$ cat src/rtl/hgc_pkg.sv
package hgc_pkg;

    typedef enum logic [1:0] {
        REG_CTRL   = 2'd0,
        REG_GROUP  = 2'd1,
        REG_STATUS = 2'd2,
        REG_SPARE  = 2'd3
    } hgc_reg_e;

    localparam int HGC_GROUP_W       = 5;
    localparam int CTRL_SEL_FIELD_W  = 16;
    localparam int CTRL_HALTREQ_BIT  = 31;
    localparam int CTRL_RESUME_BIT   = 30;
    localparam int CTRL_ACKRST_BIT   = 29;
    localparam int GROUP_WE_BIT      = 31;

    localparam int ST_ANY_HALTED     = 0;
    localparam int ST_ALL_HALTED     = 1;
    localparam int ST_ANY_RUNNING    = 2;
    localparam int ST_ALL_RUNNING    = 3;
    localparam int ST_ALL_RESUMEACK  = 4;
    localparam int ST_ANY_HAVERESET  = 5;
    localparam int ST_ALL_HAVERESET  = 6;

    // Bits needed to encode n distinct select values.
    function automatic int sel_width(input int n);
        int bits;
        int rem;
        bits = 0;
        rem  = n - 1;
        while (rem > 0) begin
            bits++;
            rem = rem >> 1;
        end
        return bits;
    endfunction

endpackage

$ cat src/rtl/hgc_regif.sv
module hgc_regif
    import hgc_pkg::*;
#(
    parameter int SEL_W = 3,
    parameter int GW    = 5
) (
    input  logic             wr_i,
    input  logic [1:0]       addr_i,
    input  logic [31:0]      wdata_i,
    input  logic [SEL_W-1:0] sel_q_i,
    input  logic             haltreq_q_i,
    input  logic             sel_halted_i,
    input  logic             sel_resumeack_i,
    input  logic             sel_havereset_i,
    input  logic [GW-1:0]    sel_group_i,
    output logic             ctrl_wr_o,
    output logic [SEL_W-1:0] wsel_o,
    output logic             whaltreq_o,
    output logic             resume_o,
    output logic             ackrst_o,
    output logic             grp_wr_o,
    output logic [GW-1:0]    grp_val_o,
    output logic [31:0]      rdata_o
);

    hgc_reg_e reg_sel;
    assign reg_sel = hgc_reg_e'(addr_i);

    logic unused_wbits;
    assign unused_wbits = ^wdata_i;

    // Write decode: control fields act on the written select.
    always_comb begin
        ctrl_wr_o  = wr_i && (reg_sel == REG_CTRL);
        wsel_o     = wdata_i[SEL_W-1:0];
        whaltreq_o = wdata_i[CTRL_HALTREQ_BIT];
        resume_o   = ctrl_wr_o && wdata_i[CTRL_RESUME_BIT];
        ackrst_o   = ctrl_wr_o && wdata_i[CTRL_ACKRST_BIT];
        grp_wr_o   = wr_i && (reg_sel == REG_GROUP) && wdata_i[GROUP_WE_BIT];
        grp_val_o  = wdata_i[GW-1:0];
    end

    // Read mux.
    always_comb begin
        rdata_o = '0;
        unique case (reg_sel)
            REG_CTRL: begin
                rdata_o[SEL_W-1:0]       = sel_q_i;
                rdata_o[CTRL_HALTREQ_BIT] = haltreq_q_i;
            end
            REG_GROUP: begin
                rdata_o[GW-1:0] = sel_group_i;
            end
            REG_STATUS: begin
                rdata_o[ST_ANY_HALTED]    = sel_halted_i;
                rdata_o[ST_ALL_HALTED]    = sel_halted_i;
                rdata_o[ST_ANY_RUNNING]   = !sel_halted_i;
                rdata_o[ST_ALL_RUNNING]   = !sel_halted_i;
                rdata_o[ST_ALL_RESUMEACK] = sel_resumeack_i;
                rdata_o[ST_ANY_HAVERESET] = sel_havereset_i;
                rdata_o[ST_ALL_HAVERESET] = sel_havereset_i;
            end
            default: rdata_o = '0;
        endcase
    end

endmodule

$ cat src/rtl/hgc_group_prop.sv
module hgc_group_prop #(
    parameter int N  = 5,
    parameter int GW = 5
) (
    input  logic [N-1:0]         halted_q_i,
    input  logic [N-1:0]         halted_in_i,
    input  logic [N-1:0][GW-1:0] group_i,
    output logic [N-1:0]         set_req_o
);

    logic [N-1:0] newly_halted;
    assign newly_halted = halted_in_i & ~halted_q_i;

    // One requester column per target; every source is scanned, so
    // simultaneous halts all contribute.
    for (genvar t = 0; t < N; t++) begin : g_target
        logic hit;
        always_comb begin
            hit = 1'b0;
            for (int s = 0; s < N; s++) begin
                if ((s != t) && newly_halted[s] &&
                    (group_i[s] != '0) && (group_i[s] == group_i[t])) begin
                    hit = 1'b1;
                end
            end
        end
        assign set_req_o[t] = hit && !halted_q_i[t] && !halted_in_i[t];
    end

endmodule

$ cat src/rtl/hgc_halt_group.sv
module hgc_halt_group
    import hgc_pkg::*;
#(
    parameter int NUM_HARTS = 5,
    parameter int GROUP_W   = HGC_GROUP_W
) (
    input  logic                 clk,
    input  logic                 rst_n,
    input  logic [NUM_HARTS-1:0] hart_halted_i,
    input  logic [NUM_HARTS-1:0] hart_resuming_i,
    input  logic [NUM_HARTS-1:0] hart_reset_i,
    output logic [NUM_HARTS-1:0] halt_req_o,
    input  logic                 reg_wr_i,
    input  logic [1:0]           reg_addr_i,
    input  logic [31:0]          reg_wdata_i,
    output logic [31:0]          reg_rdata_o
);

    localparam int SEL_W = sel_width(NUM_HARTS);
    localparam int SLOTS = 1 << SEL_W;

    typedef struct packed {
        logic [SEL_W-1:0]              sel;
        logic                          dbg_haltreq;
        logic [SLOTS-1:0]              halted;
        logic [SLOTS-1:0]              resumeack;
        logic [SLOTS-1:0]              havereset;
        logic [NUM_HARTS-1:0]          pend;
        logic [SLOTS-1:0][GROUP_W-1:0] group;
    } state_t;

    state_t st_d, st_q;

    // Hart events widened to the full select range (absent slots see none).
    logic [SLOTS-1:0] halted_pad, resuming_pad, reset_pad;
    assign halted_pad   = SLOTS'(hart_halted_i);
    assign resuming_pad = SLOTS'(hart_resuming_i);
    assign reset_pad    = SLOTS'(hart_reset_i);

    logic               ctrl_wr, whaltreq, resume_req, ack_rst, grp_wr;
    logic [SEL_W-1:0]   wsel;
    logic [GROUP_W-1:0] grp_val;
    logic [NUM_HARTS-1:0] set_req;

    hgc_regif #(
        .SEL_W (SEL_W),
        .GW    (GROUP_W)
    ) i_regif (
        .wr_i            (reg_wr_i),
        .addr_i          (reg_addr_i),
        .wdata_i         (reg_wdata_i),
        .sel_q_i         (st_q.sel),
        .haltreq_q_i     (st_q.dbg_haltreq),
        .sel_halted_i    (st_q.halted[st_q.sel]),
        .sel_resumeack_i (st_q.resumeack[st_q.sel]),
        .sel_havereset_i (st_q.havereset[st_q.sel]),
        .sel_group_i     (st_q.group[st_q.sel]),
        .ctrl_wr_o       (ctrl_wr),
        .wsel_o          (wsel),
        .whaltreq_o      (whaltreq),
        .resume_o        (resume_req),
        .ackrst_o        (ack_rst),
        .grp_wr_o        (grp_wr),
        .grp_val_o       (grp_val),
        .rdata_o         (reg_rdata_o)
    );

    hgc_group_prop #(
        .N  (NUM_HARTS),
        .GW (GROUP_W)
    ) i_group_prop (
        .halted_q_i  (st_q.halted[NUM_HARTS-1:0]),
        .halted_in_i (hart_halted_i),
        .group_i     (st_q.group[NUM_HARTS-1:0]),
        .set_req_o   (set_req)
    );

    // Next state. Priority per slot: reset > resuming > halted notice,
    // and resuming > resume request.
    always_comb begin
        st_d = st_q;

        if (ctrl_wr) begin
            st_d.sel         = wsel;
            st_d.dbg_haltreq = whaltreq;
        end

        for (int h = 0; h < SLOTS; h++) begin
            if (halted_pad[h]) begin
                st_d.halted[h] = 1'b1;
            end
            if (resume_req && (int'(wsel) == h)) begin
                st_d.resumeack[h] = 1'b0;
            end
            if (resuming_pad[h]) begin
                st_d.halted[h]    = 1'b0;
                st_d.resumeack[h] = 1'b1;
            end
            if (ack_rst && (int'(wsel) == h)) begin
                st_d.havereset[h] = 1'b0;
            end
            if (grp_wr && (int'(st_q.sel) == h)) begin
                st_d.group[h] = grp_val;
            end
            if (reset_pad[h]) begin
                st_d.havereset[h] = 1'b1;
                st_d.halted[h]    = 1'b0;
                st_d.group[h]     = '0;
            end
        end

        st_d.pend = (st_q.pend | set_req) & ~hart_halted_i & ~hart_reset_i;
    end

    always_ff @(posedge clk or negedge rst_n) begin
        if (!rst_n) begin
            st_q <= '0;
        end else begin
            st_q <= st_d;
        end
    end

    for (genvar i = 0; i < NUM_HARTS; i++) begin : g_req
        assign halt_req_o[i] = st_q.pend[i] ||
                               (st_q.dbg_haltreq && (st_q.sel == SEL_W'(i)));
    end

endmodule

$ cat config.mk
export PLATFORM = sky130hd
export DESIGN_NAME = hgc_halt_group
export DESIGN_NICKNAME = d
export VERILOG_FILES = /design/src/rtl/hgc_pkg.sv /design/src/rtl/hgc_regif.sv /design/src/rtl/hgc_group_prop.sv /design/src/rtl/hgc_halt_group.sv
export SDC_FILE = /design/constraint.sdc
export NUM_CORES = 1
export LEC_CHECK = 0
export BUFFER_PORTS_ARGS = -buffer_cell sky130_fd_sc_hd__buf_2
export CAP_MARGIN = 20
export CORE_MARGIN = 2
export CORE_UTILIZATION = 45
export CTS_CLUSTER_SIZE = 25
export DETAILED_ROUTE_END_ITERATION = 8
export PLACE_DENSITY = 0.67
export SETUP_SLACK_MARGIN = 0.05
export SYNTH_ARGS = -nofsm -noshare
export SYNTH_HDL_FRONTEND = slang
export SYNTH_SLANG_ARGS = --single-unit
$ cat constraint.sdc
create_clock -name clk -period 1.7 [get_ports clk]
set_input_delay 0.085 -clock clk [delete_from_list [all_inputs] [get_ports clk]]
set_output_delay 0.085 -clock clk [all_outputs]
set_load 0.05 [all_outputs]
==> flow_summary_export.csv <==
group,metric,value,unit
run_status,status,"complete, but fails checks",
run_status,violations,"negative setup slack",
critical_path,r2r_start,"st_q[6]",
finish,design_area,0.00570,mm2
timing,post-route-period-util,129,%
power,power,4.47,mW
power,power.density,784,mW/mm2
min_path,hp-class,"in -> reg",
finish,final_cell_mix,"dfrtp_1, buf_4, nor2_1",
routing,viasPerCell,5.69,
routing,post-route-drc-count,0,
critical_path,timing.rr.end,"st_q[44]",
placed_design,gp_congestion,0.883,
power,cellLeakagePower,2.66,nW
finish,syn2layout_area_growth,31.2,%
routing,wl_per_cell,20.8,um
placed_design,hpwl,9260,um
synthesis,ys_seq_area_share,36.9,%
floorplan,rows,35,
floorplan,dieArea,0.0105,mm2
grt,track_usage,26.8,%
min_path,min_from,"reg_wdata_i[31]",
cts,cts_buffers,9,
critical_path,crit_path_frequent_cell,"buf_6",
finish,final_common_cell,"dfrtp_1",
critical_path,path_class,"reg -> out",
critical_path,startpoint_type,"flop",
routing,drt_iter0_drc,427,
timing,skew,0.00916,ns
timing,drv_slew,0,
timing,rsz0062_at_grt,"true",
timing,setup_viol,22,
floorplan,coreArea,0.00928,mm2
placed_design,place_inst,614,
grt,grt_max_degree,65,
synthesis,netlist.area_leader.share,36.9,%
synthesis,yosysUniqueCellTypes,52,
synthesis,synthArstFlopShare,100,%
cts,cts.sinks,64,
grt,grt_pass1_vias,3661,
critical_path,critPathCaptureType,"output pin",
floorplan,io_pins,89,
min_path,holdPathEnd,"st_q[69]",
finish,antenna_cells,0,
critical_path,cp_slowest_stage_delay,0.52,ns
critical_path,crit_buf_inv,2,
synthesis,ys_ff_latch,64,
synthesis,yosys_warnings,0,
placed_design,postPlaceCellArea,0.00493,mm2
floorplan,chipWidth,102,um
cts,cts_tree,"built",
critical_path,rrSetupSlack,-0.13,ns
critical_path,arrival,2.10,ns
finish,regMostFlops,"st_q",
floorplan,start_util,46.8,%
critical_path,critPathMaxFanout,6,
finish,reg_top3,"st_q (64)",
routing,routed_wl,13500,um
critical_path,cp_cell_sequence,"buf_6 > mux4_2 > mux2_2 > a22oi_2 > a21oi_4 > buf_6",
cts,root_buffer,"clkbuf_8",
finish,layoutNonFillerInstCount,648,
routing,vias,3690,
critical_path,worstPathRequired,1.62,ns
cts,ctsHtreeMaxLevel,3,
timing,holdWs,0.0390,ns
run,drv_cap,0,
min_path,min_delay_path_depth,2,
cts,cts.path.max_buffers,2,
timing,finalHoldViolations,0,
floorplan,die_y,102,um
synthesis,netlist_top_cells_area,"dfrtp_1, xor2_1, mux2i_1",
grt,grt_overflow,0,
timing,period_needed,2.19,ns
routing,firstDrtPassIters,5,
timing,timing.final.ws_setup,-0.487,ns
grt,grt_pass1_wl,20700,um
synthesis,synth.largest_area_cell,"dfrtp_1",
cts,clk-insertion-delay-late,0.34,ns
finish,layout-drive-gt1-share,40.5,%
synthesis,synthFlopType,"dfrtp_1",
synthesis,synth_edf_count,0,
synthesis,synth_cells,432,
placed_design,portBuffers,40,
finish,largest_reg_flops,64,
critical_path,cp_top_family,"multiplexers",
finish,finish.net_count,570,
critical_path,r2r_cells,6,
synthesis,avgSynthCellArea,10.1,um2
synthesis,netlist_area,0.00434,mm2
timing,clock.fmax,457,MHz
grt,antenna_found_initial,0,
power,vdd_ir_drop_max,0.606,mV
finish,post-route-util,61.4,%
cts,clk_pin_slew,0.07,ns
routing,detail-route-antenna-nets,0,
critical_path,crit_slowest_cell,"mux4_2",
-- final cells by class --
class / instances / area [um2]
fill: 710 / 3580
inverter: 5 / 18.8
clock buffer: 10 / 128
tap: 129 / 161
clock inverter: 6 / 68.8
timing repair buffer: 116 / 983
sequential: 64 / 1600
multi-input combinational: 318 / 2740
-- metal layers --
metal	share of wire (%)	vias up	track usage (%)	routed length, um
li1	-	1623	-	-
met1	42	1845	37.3	5690
met5	0	-	0	0
met4	2.7	0	8.72	360
met3	6.7	34	5.34	903
met2	48	188	42.3	6530
-- worst max-delay path by stage --
stage,startpoint,endpoint,slack [ns],cells after the start
floorplan,st_q[70],reg_rdata_o[2],-0.05,5
global placement,st_q[70],reg_rdata_o[2],-0.18,6
detailed placement,st_q[70],reg_rdata_o[2],-0.18,6
CTS,st_q[70],reg_rdata_o[2],-0.48,6
global route,st_q[70],reg_rdata_o[2],-0.56,6
finish,st_q[70],reg_rdata_o[2],-0.49,6
-- worst register-to-register path, cell delays in order, from the launching register on --
cell      delay, ns
dfrtp_1        0.42
buf_6          0.13
or4_4          0.53
o21ai_4        0.19
nand4b_1       0.15
nand4_1        0.10
a22o_1         0.19
-- kinds of logic after synthesis --
kind of cell	synth area share, %
simple gates	16.5
buf+inv	9.65
flops	36.9
mux	18.5
xor+xnor	10.1
compound gates	7.17
fa+ha+maj	1.15
other cells	0.0863
-- Yosys cell counts, types with 6 or more instances --
| library cell | instances |
|---|---|
| buf_2 | 11 |
| buf_4 | 27 |
| clkbuf_1 | 24 |
| dfrtp_1 | 64 |
| mux2_1 | 6 |
| mux2_2 | 17 |
| mux2i_1 | 27 |
| mux4_2 | 11 |
| nand2_1 | 12 |
| nand2b_1 | 14 |
| nand3_1 | 8 |
| nand4_1 | 12 |
| nor2_1 | 47 |
| nor3_1 | 17 |
| xnor2_1 | 17 |
| xor2_1 | 33 |
-- power by group --
part	internal [mW]	switching [mW]
logic	0.647	0.773
clock network	0.685	0.635
registers	1.63	0.0964
total	2.97	1.50
-- through the flow --
step | setup slack, ns | TNS [ns]
4_1_cts | -0.485 | -4.27
2_1_floorplan | -0.0537 | -0.0690
3_5_place_dp | -0.182 | -1.46
5_1_grt | -0.559 | -5.96
6_report | -0.487 | -4.16
3_3_place_gp | -0.175 | -1.03
-- repair_timing --
action	in CTS	in global routing
hold buffers	6	0
setup endpoints to repair	47	57
setup buffers	7	8
pin swaps	22	17
hold endpoints to repair	74	0
resized for setup	82	25
gates cloned	0	0
No activity file was read; power rests on OpenSTA's default activity.
